$ cat src/rtl/frs_pkg.sv
package frs_pkg;
  localparam int OPC_W   = 8;
  localparam int BYTE_W  = 8;
  localparam int LANES   = 4;
  localparam int ADDR_W  = 32;
  localparam int CNT_W   = 6;
  localparam int TX_W    = OPC_W + ADDR_W;
  localparam logic [OPC_W-1:0] OPC_NORMAL = 8'h03;
  localparam logic [OPC_W-1:0] OPC_FAST   = 8'h0B;

  typedef enum logic [2:0] {PH_IDLE, PH_OPC, PH_ADDR, PH_DUMMY, PH_DATA} phase_e;

  // lane widths encoded as log2: 0 = one lane, 1 = two, 2 = four
  typedef struct packed {
    logic [OPC_W-1:0] opcode;
    logic [1:0]       addr_lw;
    logic [1:0]       data_lw;
    logic [3:0]       dummy;
    logic             wide_addr;
  } rd_plan_t;

  function automatic logic [3:0] dummy_clocks(input logic [1:0] data_lw,
                                              input logic [1:0] addr_lw,
                                              input logic fast);
    if (data_lw == 2'd0) return fast ? 4'd8 : 4'd0;
    case (addr_lw)
      2'd0:    return 4'd8;
      2'd1:    return 4'd4;
      default: return 4'd6;
    endcase
  endfunction

  function automatic rd_plan_t decode_mode(input logic [4:0] cfg, input logic fast,
                                           input logic [OPC_W-1:0] s3,
                                           input logic [OPC_W-1:0] s4);
    rd_plan_t p;
    p.wide_addr = cfg[4];
    if (cfg[2]) begin
      p.data_lw = 2'd2;
      p.addr_lw = cfg[3] ? 2'd2 : 2'd0;
      p.opcode  = s4;
    end else if (cfg[0]) begin
      p.data_lw = 2'd1;
      p.addr_lw = cfg[1] ? 2'd1 : 2'd0;
      p.opcode  = s3;
    end else begin
      p.data_lw = 2'd0;
      p.addr_lw = 2'd0;
      p.opcode  = fast ? OPC_FAST : OPC_NORMAL;
    end
    p.dummy = dummy_clocks(p.data_lw, p.addr_lw, fast);
    return p;
  endfunction

  function automatic logic [CNT_W-1:0] phase_edges(input logic [6:0] bits,
                                                   input logic [1:0] lw);
    return CNT_W'(bits >> lw);
  endfunction

  function automatic logic [LANES-1:0] lane_mask(input logic [1:0] lw);
    case (lw)
      2'd0:    return 4'b0001;
      2'd1:    return 4'b0011;
      default: return 4'b1111;
    endcase
  endfunction
endpackage

$ cat src/rtl/frs_mode_dec.sv
module frs_mode_dec
  import frs_pkg::*;
(
  input  logic [4:0]       bus_cfg,
  input  logic             fast_rd,
  input  logic [OPC_W-1:0] op_slot3,
  input  logic [OPC_W-1:0] op_slot4,
  output rd_plan_t         plan
);
  always_comb plan = decode_mode(bus_cfg, fast_rd, op_slot3, op_slot4);
endmodule

$ cat src/rtl/frs_phase_ctl.sv
module frs_phase_ctl
  import frs_pkg::*;
#(
  parameter int OPC_BITS  = OPC_W,
  parameter int ADDR_BITS = ADDR_W,
  parameter int DATA_BITS = BYTE_W
) (
  input  logic     clk,
  input  logic     rst_n,
  input  logic     start,
  input  rd_plan_t plan_in,
  output phase_e   phase,
  output rd_plan_t plan,
  output logic     accept,
  output logic     rise,
  output logic     fall,
  output logic     done,
  output logic     sck
);
  localparam int NARROW_BITS = ADDR_BITS - BYTE_W;

  logic             half;
  logic [CNT_W-1:0] cnt;
  logic             active;
  logic             last_edge;
  logic [CNT_W-1:0] addr_edges, data_edges;

  assign active     = (phase != PH_IDLE);
  assign accept     = start && !active;
  assign rise       = active && !half;
  assign fall       = active && half;
  assign last_edge  = fall && (cnt == '0);
  assign done       = last_edge && (phase == PH_DATA);
  assign sck        = half;
  assign addr_edges = phase_edges(plan.wide_addr ? 7'(ADDR_BITS) : 7'(NARROW_BITS), plan.addr_lw);
  assign data_edges = phase_edges(7'(DATA_BITS), plan.data_lw);

  always_ff @(posedge clk or negedge rst_n) begin
    if (!rst_n) begin
      phase <= PH_IDLE;
      plan  <= '0;
      half  <= 1'b0;
      cnt   <= '0;
    end else if (accept) begin
      phase <= PH_OPC;
      plan  <= plan_in;
      half  <= 1'b0;
      cnt   <= CNT_W'(OPC_BITS - 1);
    end else if (active) begin
      half <= ~half;
      if (fall) begin
        if (cnt != '0) begin
          cnt <= cnt - CNT_W'(1);
        end else begin
          unique case (phase)
            PH_OPC: begin
              phase <= PH_ADDR;
              cnt   <= addr_edges - CNT_W'(1);
            end
            PH_ADDR: begin
              if (plan.dummy != '0) begin
                phase <= PH_DUMMY;
                cnt   <= CNT_W'(plan.dummy) - CNT_W'(1);
              end else begin
                phase <= PH_DATA;
                cnt   <= data_edges - CNT_W'(1);
              end
            end
            PH_DUMMY: begin
              phase <= PH_DATA;
              cnt   <= data_edges - CNT_W'(1);
            end
            default: phase <= PH_IDLE;
          endcase
        end
      end
    end
  end


  idle_sck_low_chk: assert property (@(posedge clk) disable iff (!rst_n)
    (phase == PH_IDLE) |-> !sck);

  end_after_data_chk: assert property (@(posedge clk) disable iff (!rst_n)
    $fell(active) |-> $past(phase == PH_DATA));

  plan_hold_chk: assert property (@(posedge clk) disable iff (!rst_n)
    (active && $past(active)) |-> $stable(plan));
endmodule

$ cat src/rtl/frs_shift.sv
module frs_shift
  import frs_pkg::*;
(
  input  logic              clk,
  input  logic              rst_n,
  input  logic              load,
  input  logic [OPC_W-1:0]  opcode,
  input  logic [ADDR_W-1:0] addr,
  input  logic              wide_addr,
  input  phase_e            phase,
  input  logic [1:0]        addr_lw,
  input  logic [1:0]        data_lw,
  input  logic              rise,
  input  logic              fall,
  input  logic              done,
  input  logic [LANES-1:0]  io_in,
  output logic [LANES-1:0]  io_out,
  output logic [LANES-1:0]  io_oe,
  output logic [BYTE_W-1:0] rd_data
);
  logic [TX_W-1:0]   tx;
  logic [BYTE_W-1:0] rx;
  logic [2:0]        step;

  always_comb begin
    unique case (phase)
      PH_OPC:  step = 3'd1;
      PH_ADDR: step = 3'(lane_mask(addr_lw) == 4'b1111 ? 4 : (addr_lw == 2'd1 ? 2 : 1));
      default: step = 3'd0;
    endcase
  end

  always_comb begin
    io_out = '0;
    io_oe  = '0;
    unique case (phase)
      PH_OPC: begin
        io_out = {3'b000, tx[TX_W-1]};
        io_oe  = 4'b0001;
      end
      PH_ADDR: begin
        io_oe = lane_mask(addr_lw);
        case (addr_lw)
          2'd0:    io_out = {3'b000, tx[TX_W-1]};
          2'd1:    io_out = {2'b00, tx[TX_W-1 -: 2]};
          default: io_out = tx[TX_W-1 -: 4];
        endcase
      end
      default: ;
    endcase
  end

  always_ff @(posedge clk or negedge rst_n) begin
    if (!rst_n) begin
      tx      <= '0;
      rx      <= '0;
      rd_data <= '0;
    end else begin
      if (load)
        tx <= wide_addr ? {opcode, addr}
                        : {opcode, addr[ADDR_W-BYTE_W-1:0], {BYTE_W{1'b0}}};
      else if (fall)
        tx <= tx << step;
      if (rise && phase == PH_DATA) begin
        case (data_lw)
          2'd0:    rx <= {rx[BYTE_W-2:0], io_in[1]};
          2'd1:    rx <= {rx[BYTE_W-3:0], io_in[1:0]};
          default: rx <= {rx[BYTE_W-5:0], io_in};
        endcase
      end
      if (done) rd_data <= rx;
    end
  end


  rx_lanes_released_chk: assert property (@(posedge clk) disable iff (!rst_n)
    (phase == PH_DUMMY || phase == PH_DATA) |-> io_oe == '0);

  opcode_one_lane_chk: assert property (@(posedge clk) disable iff (!rst_n)
    (phase == PH_OPC) |-> io_oe == 4'b0001);

  idle_no_drive_chk: assert property (@(posedge clk) disable iff (!rst_n)
    (phase == PH_IDLE) |-> (io_oe == '0 && io_out == '0));
endmodule

$ cat src/rtl/flash_read_seq.sv
module flash_read_seq
  import frs_pkg::*;
(
  input  logic              clk,
  input  logic              rst_n,
  input  logic              start,
  input  logic [4:0]        bus_cfg,
  input  logic              fast_rd,
  input  logic [7:0]        addr_b0,
  input  logic [7:0]        addr_b1,
  input  logic [7:0]        addr_b2,
  input  logic [7:0]        addr_b3,
  input  logic [7:0]        op_slot3,
  input  logic [7:0]        op_slot4,
  output logic              busy,
  output logic [7:0]        rd_data,
  output logic              sck,
  output logic              cs_n,
  output logic [3:0]        io_out,
  output logic [3:0]        io_oe,
  input  logic [3:0]        io_in
);
  rd_plan_t plan_in, plan;
  phase_e   phase;
  logic     accept, rise, fall, done;

  frs_mode_dec i_dec (
    .bus_cfg (bus_cfg), .fast_rd (fast_rd),
    .op_slot3(op_slot3), .op_slot4(op_slot4), .plan(plan_in)
  );

  frs_phase_ctl i_ctl (
    .clk(clk), .rst_n(rst_n), .start(start), .plan_in(plan_in),
    .phase(phase), .plan(plan), .accept(accept), .rise(rise),
    .fall(fall), .done(done), .sck(sck)
  );

  frs_shift i_shift (
    .clk(clk), .rst_n(rst_n), .load(accept), .opcode(plan_in.opcode),
    .addr({addr_b3, addr_b2, addr_b1, addr_b0}), .wide_addr(plan_in.wide_addr),
    .phase(phase), .addr_lw(plan.addr_lw), .data_lw(plan.data_lw),
    .rise(rise), .fall(fall), .done(done), .io_in(io_in),
    .io_out(io_out), .io_oe(io_oe), .rd_data(rd_data)
  );

  assign busy = (phase != PH_IDLE);
  assign cs_n = ~busy;


  sck_only_selected_chk: assert property (@(posedge clk) disable iff (!rst_n)
    cs_n |-> !sck);

  accept_sets_busy_chk: assert property (@(posedge clk) disable iff (!rst_n)
    accept |=> busy);
endmodule

$ cat config.mk
export PLATFORM = sky130hd
export DESIGN_NAME = flash_read_seq
export DESIGN_NICKNAME = d
export VERILOG_FILES = /design/src/rtl/frs_pkg.sv /design/src/rtl/frs_mode_dec.sv /design/src/rtl/frs_phase_ctl.sv /design/src/rtl/frs_shift.sv /design/src/rtl/flash_read_seq.sv
export SDC_FILE = /design/constraint.sdc
export NUM_CORES = 1
export LEC_CHECK = 0
export ABC_AREA = 0
export CORE_ASPECT_RATIO = 1.2
export CORE_MARGIN = 2
export CORE_UTILIZATION = 25
export CTS_BUF_LIST = sky130_fd_sc_hd__clkbuf_16
export DETAILED_ROUTE_END_ITERATION = 8
export HOLD_SLACK_MARGIN = 0.1
export PLACE_DENSITY_LB_ADDON = 0.1
export SYNTH_ARGS = -nofsm -noshare
export SYNTH_HDL_FRONTEND = slang
export SYNTH_SLANG_ARGS = --single-unit
$ cat constraint.sdc
create_clock -name clk -period 2.6 [get_ports clk]
set_input_delay 0.39 -clock clk [delete_from_list [all_inputs] [get_ports clk]]
set_output_delay 0.39 -clock clk [all_outputs]
set_load 0.01 [all_outputs]
Yosys cells after proc, flatten, opt, wreduce, memory -nomap -nowiden
Cells that the tools add are included.
Widths: inputs -> output; s select.
{"block": "op_classes", "addsub": 4, "n_eq_ne": 9, "shifts": 3, "mux": 37, "bitwise": 2, "n_reduce_logical": 21}
{"operator": "$mux 40", "count": 2}
{"operator": "$pmux 4 s2", "count": 5}
{"operator": "$shl 40x3->40", "count": 1}
{"operator": "$mux 6", "count": 6}
{"operator": "$mux 32", "count": 1}
{"operator": "$mux 12", "count": 2}
{"operator": "$mux 4", "count": 5}
{"operator": "$mux 3", "count": 6}
{"operator": "$pmux 6 s3", "count": 1}
{"operator": "$sub 6x1->6 const B", "count": 3}
{"operator": "$pmux 8 s2", "count": 1}
{"operator": "$pmux 3 s3", "count": 1}
{"operator": "$logic_not 2->1", "count": 4}
{"operator": "$shr 7x2->6", "count": 1}
{"operator": "$eq 2x1->1 const B", "count": 3}
{"operator": "$eq 3x2->1 const B", "count": 2}
{"operator": "$logic_and 1x1->1", "count": 6}
{"operator": "$logic_not 6->1", "count": 1}
{"operator": "$pmux 3 s2", "count": 1}
{"operator": "$reduce_and 3->1", "count": 2}
{"operator": "$reduce_bool 6->1", "count": 1}
{"operator": "$shr 4x2->6 const A", "count": 1}
{"operator": "$reduce_bool 5->1", "count": 1}
{"operator": "$sub 4x1->5 const B", "count": 1}
{"operator": "other kinds (11)", "count": 18}
{"block": "totals", "reg_bits": 75, "output_inout_bits": 19, "elab_cells": 86}

Logic depth before layout (Yosys ltp)
{"block": "logic_depth", "word_depth": 9, "depth_mapped": 8, "ltp_nobuf": 8}

Modules after synthesis
Synthesis repeated with hierarchy kept, for this count alone.
{"block": "unflattened", "cells_unflattened": 673, "area_unflattened_um2": 6002.0}
{"mod": "frs_shift", "n_inst": 1, "cells_per_inst": 479, "area_each_um2": 4146.5}
{"mod": "frs_phase_ctl", "n_inst": 1, "cells_per_inst": 167, "area_each_um2": 1659.1}
{"mod": "frs_mode_dec", "n_inst": 1, "cells_per_inst": 25, "area_each_um2": 185.2}
{"mod": "flash_read_seq", "n_inst": 1, "cells_per_inst": 2, "area_each_um2": 11.3}

Worst setup path before layout
OpenSTA, ideal clock, no wires.
{"block": "synth_path", "path_kind": "reg2out", "startpoint": "register i_ctl.phase[2]", "endpoint": "output io_out[0]", "arrival_ns": 1.838, "required_ns": 2.210, "path_slack_ns": 0.372, "path_stages_with_launch": 8, "cell_sequence": "dfrtp_1 -> clkbuf_1 -> buf_2 -> nand3b_1 -> clkinv_1 -> clkbuf_1 -> a222oi_1 -> inv_1"}
{"block": "synth_between", "elab_chain_cells": 2, "elab_cells_between_ends": 3, "classes_between": "eq/ne (2); mux (1)"}
{"item": "start: declaration", "line": "frs_phase_ctl.sv:12", "source": "output phase_e phase,"}
{"item": "start signal: assignment", "line": "frs_phase_ctl.sv:40", "source": "phase <= PH_IDLE;"}
{"item": "start signal: assignment", "line": "frs_phase_ctl.sv:45", "source": "phase <= PH_OPC;"}
{"item": "start signal: assignment", "line": "frs_phase_ctl.sv:57", "source": "phase <= PH_ADDR;"}
{"item": "$eq 3x2->1 or $eq 3x1->1 (tied branches)", "line": "frs_shift.sv:36", "source": "unique case (phase)"}
{"item": "$pmux 4 s2 *", "line": "frs_shift.sv:36"}
{"item": "end: declaration", "line": "flash_read_seq.sv:19", "source": "output logic [3:0] io_out,"}
Every way passes the cells marked *; elsewhere a longest branch is shown, timed or not.

Worst setup path in the final report
{"block": "layout_path", "startpoint": "register i_ctl.plan[7] (netlist name)", "endpoint": "register i_shift.tx[11]"}
{"block": "layout_between", "elab_chain_cells": 9, "elab_cells_between_ends": 11, "classes_between": "eq/ne (2); shift (1); mux (7); reduce/logical (1)"}
{"item": "$eq 2x1->1 or $logic_not 2->1 (tied branches)", "line": "frs_pkg.sv:61, frs_shift.sv:28"}
{"item": "$pmux 4 s2", "line": "frs_pkg.sv:61", "source": "case (lw)"}
{"item": "$mux 4", "line": "frs_shift.sv:26", "source": "unique case (phase)"}
{"item": "$eq 4x4->1", "line": "frs_shift.sv:28", "source": "PH_ADDR: step = 3'(lane_mask(addr_lw) == 4'b1111 ? 4 : (addr_lw == 2'd1 ? 2 : 1));"}
{"item": "$mux 3 *", "line": "frs_shift.sv:28"}
{"item": "$pmux 3 s2 *", "line": "frs_shift.sv:26"}
{"item": "$shl 40x3->40 *", "line": "frs_shift.sv:63", "source": "tx <= tx << step;"}
{"item": "$mux 40 *", "line": "frs_shift.sv:62", "source": "else if (fall)"}
{"item": "$mux 40 *", "line": "frs_shift.sv:59", "source": "if (load)"}
{"item": "end signal: assignment", "line": "frs_shift.sv:60", "source": "tx <= wide_addr ? {opcode, addr}"}
{"item": "end signal: assignment", "line": "frs_shift.sv:63"}
{"item": "end: declaration", "line": "frs_shift.sv:21", "source": "logic [TX_W-1:0] tx;"}
Every way passes the cells marked *; elsewhere a longest branch is shown, timed or not. The select of a mux whose other input is x is not followed.
A chain may end at the register's enable or synchronous reset.

==> out/qor.yml <==
numCtsBuffers: 9
cp_top_family: "compound AO/OA/AOI/OAI gates"
firstDrtPassIters: 5
internal-power_w: 0.00439
ys_ff_latch: 73
post-dp-hpwl_mm: 13.1
p_clk_frac: 0.181
status: "finished, final reports clean"
synth.avg_cell_area_um2: 9.15
nets: 706
comb_power_share: 0.549
cp_num_buf_inv: 2
avgRoutedWirePerCell_um: 19.9
die-width_um: 134
worstPathRequired_ns: 2.83
p_seq_frac: 0.269
crit_top_cell: "buf_4"
p_per_area_nw_per_um2: 1160
gp_congestion: 0.802
diodes: 0
synthDistinctLibCells: 64
vias: 4825
syn_inst: 550
p_leak_nw: 2.66
criticalPathCategory: "reg2reg"
max_stage_delay_ns: 0.58
clock_latency_ns: 0.35
critPathSlowestCell: "or4b_4"
max_freq_mhz: 410
port_buffers: 79
cts-htree-levels: 3
netlist_area_um2: 5030
grt_start_max_net_pins: 74
synth_warnings: 0
core_um2: 19600
cp.arrival_ns: 2.67
finalSetupViolations: 0
synth_top_area_share: 0.363
rows: 56
drc_errors: 0
hold_path_class: "reg2reg"
yosysSeqAreaShare: 0.363
fin_crit_sh: 0.938
setup_tns_ns: 0
routed_wl_mm: 18.0
power.switching_w: 0.00330
pin_count: 80
power_switching_share: 0.429
die_h_um: 159
cp_cell_sequence: "or4b_4, a21oi_4, buf_4, buf_4, mux2i_1, o22ai_1, o32a_1"
dr.first_iter.drc_count: 273
overflow: 0
skew_ns: 0.00820
synthTopCellsByArea: "dfrtp_1, mux2i_1, o22a_1, nand2_1, o221ai_1"
post_dp_cell_area_um2: 6280
r2r_slack_ns: 0.16
floorplan.initialDensity: 0.257
cp_max_fo: 11
syn_nets: 619
startpoint_type: "flip-flop"
worst_pin_slew_ns: 0.541
crit_path_end_kind: "flip-flop"
grt_pass1_vias: 4993
cts.clk_slew.worst_paths_ns: 0.06
root_buffer: "clkbuf_16"
drv.max_cap_violation_count: 0
slew_viol_final: 0
final_area_um2: 6640
post-route-min-period_ns: 2.44
synthArstFlopShare: 1.00
slew_headroom: 0.638
cts_tree: "built"
clk_path_buf_depth: 2
die_area_um2: 21300
grt_pass1_wl_mm: 28.2
rsz0062_at_grt: "no"
cts_sinks: 73
area_growth_pct: 31.9
ir_worst_vdd_v: 0.000391
post-synth-top-area-cell: "dfrtp_1"
drive_above_1_share: 0.126
ys.flop_type: "dfrtp_1"
gr-usage-all-layers: 0.170
fillCellCount: 2027
antenna_found_initial: 0
synth_edf_count: 0
vias_per_cell: 5.34
finalHoldViolations: 0
detail-route-antenna-nets: 0
==> flip-flops by register name, indices dropped and copies added, names as in the netlist <==
signal           count
i_shift.tx          40
i_shift.rd_data      8
i_shift.rx           8
i_ctl.plan           7
i_ctl.cnt            6
i_ctl.phase          3
i_ctl.sck            1
==> worst reg2reg max path, delay by kind of cell (launching register included) <==
kind | cells | cell delay [ns]
flip-flops | 1 | 0.39
AND/OR/NAND/NOR | 1 | 0.58
buffers and inverters | 2 | 0.40
multiplexers | 1 | 0.34
AO/OA/AOI/OAI | 3 | 0.63
==> synth_stat cells (all sizes together), types with 6 or more instances <==
master / number
a22oi: 6
ha: 8
nor3: 6
inv: 11
o21ai: 36
clkbuf: 29
dfrtp: 73
nor2b: 7
o221ai: 20
o22ai: 22
mux2i: 64
nand2: 49
mux2: 12
nor2: 37
a221oi: 8
buf: 19
a21oi: 35
o32a: 7
o22a: 22
nand2b: 6
==> area by class of cell <==
| class | count | area (um2) | area share |
|---|---|---|---|
| Timing Repair Buffer | 124 | 1170 | 0.176 |
| Multi-Input combinational cell | 417 | 2950 | 0.444 |
| Clock buffer | 9 | 225 | 0.0339 |
| Clock inverter | 7 | 95.1 | 0.0143 |
| Tap cell | 261 | 327 | 0.0492 |
| Sequential cell | 73 | 1830 | 0.275 |
| Inverter | 12 | 46.3 | 0.00697 |
==> timing repair <==
item | in CTS | in global routing
buffers inserted | 1 | 1
endpoints found under the setup margin | 2 | 1
hold buffers | 1 | 0
resized for setup | 5 | 1
pin swaps | 1 | 1
hold endpoints to repair | 48 | 0
==> power by group through the flow <==
stage / clock network (W) / logic, W / registers [W]
after detailed placement: 0 / 0.00419 / 0.00210
after floorplan: 0 / 0.00297 / 0.00191
after global placement: 0 / 0.00414 / 0.00210
after CTS: 0.00142 / 0.00424 / 0.00208
final: 0.00139 / 0.00423 / 0.00207
after global routing: 0.00147 / 0.00464 / 0.00215
==> worst paths after layout <==
path / start / cells past startpoint / to
min: i_shift.rx[7] / 2 / i_shift.rx[7]
max reg2reg: i_ctl.plan[7] / 7 / i_shift.tx[11]
max in group asynchronous: rst_n / 3 / i_shift.rd_data[6]
max: i_ctl.plan[7] / 7 / i_shift.tx[11]
min in group asynchronous: rst_n / 3 / i_shift.tx[13]
min reg2reg: i_shift.rx[7] / 2 / i_shift.rx[7]
==> cells in the final DEF (no fill, tap or decap), types with 6 or more instances in the layout <==
master            n
o22a_1           22
mux2_2           11
o22ai_1          22
o21ai_0          33
nor2_1           37
inv_1            12
nand2b_1          6
dfrtp_1          72
ha_1              8
a22oi_1           6
nand2_1          49
nor2b_1           7
clkdlybuf4s50_1  76
a21oi_1          34
mux2i_1          64
o221ai_1         20
o32a_1            7
buf_4            42
clkbuf_16         9
a221oi_1          8
==> layer usage <==
metal / global-route usage / routed length, um / up-vias
li1: - / - / 2275
met1: 0.201 / 7430 / 2399
met2: 0.304 / 9410 / 126
met3: 0.0201 / 593 / 25
met4: 0.0788 / 524 / 0
met5: 0 / 0 / -
==> metrics by stage <==
| step | util | total power, W | hold WS (ns) | instances | setup slack [ns] |
|---|---|---|---|---|---|
| final | 0.338 | 0.00770 | 0.492 | 903 | 0.161 |
| after global routing | 0.338 | 0.00826 | 0.521 | 903 | 0.00833 |
| after CTS | 0.338 | 0.00774 | 0.504 | 902 | 0.0605 |
| after detailed placement | 0.320 | 0.00628 | 0.457 | 884 | 0.0943 |
| after global placement | 0.320 | 0.00625 | 0.456 | 884 | 0.115 |
| after floorplan | - | 0.00488 | 0.0944 | 550 | 0.372 |
==> cells by family after synthesis <==
family,share of synthesized area
AOI/OAI and AO/OA,0.285
xor gates and xnor gates,0.00174
adders and majority gates,0.0199
buffers and inverters,0.0525
DFF,0.363
muxes,0.154
and+or+nand+nor,0.124
Power figures use the tool's default switching activity.
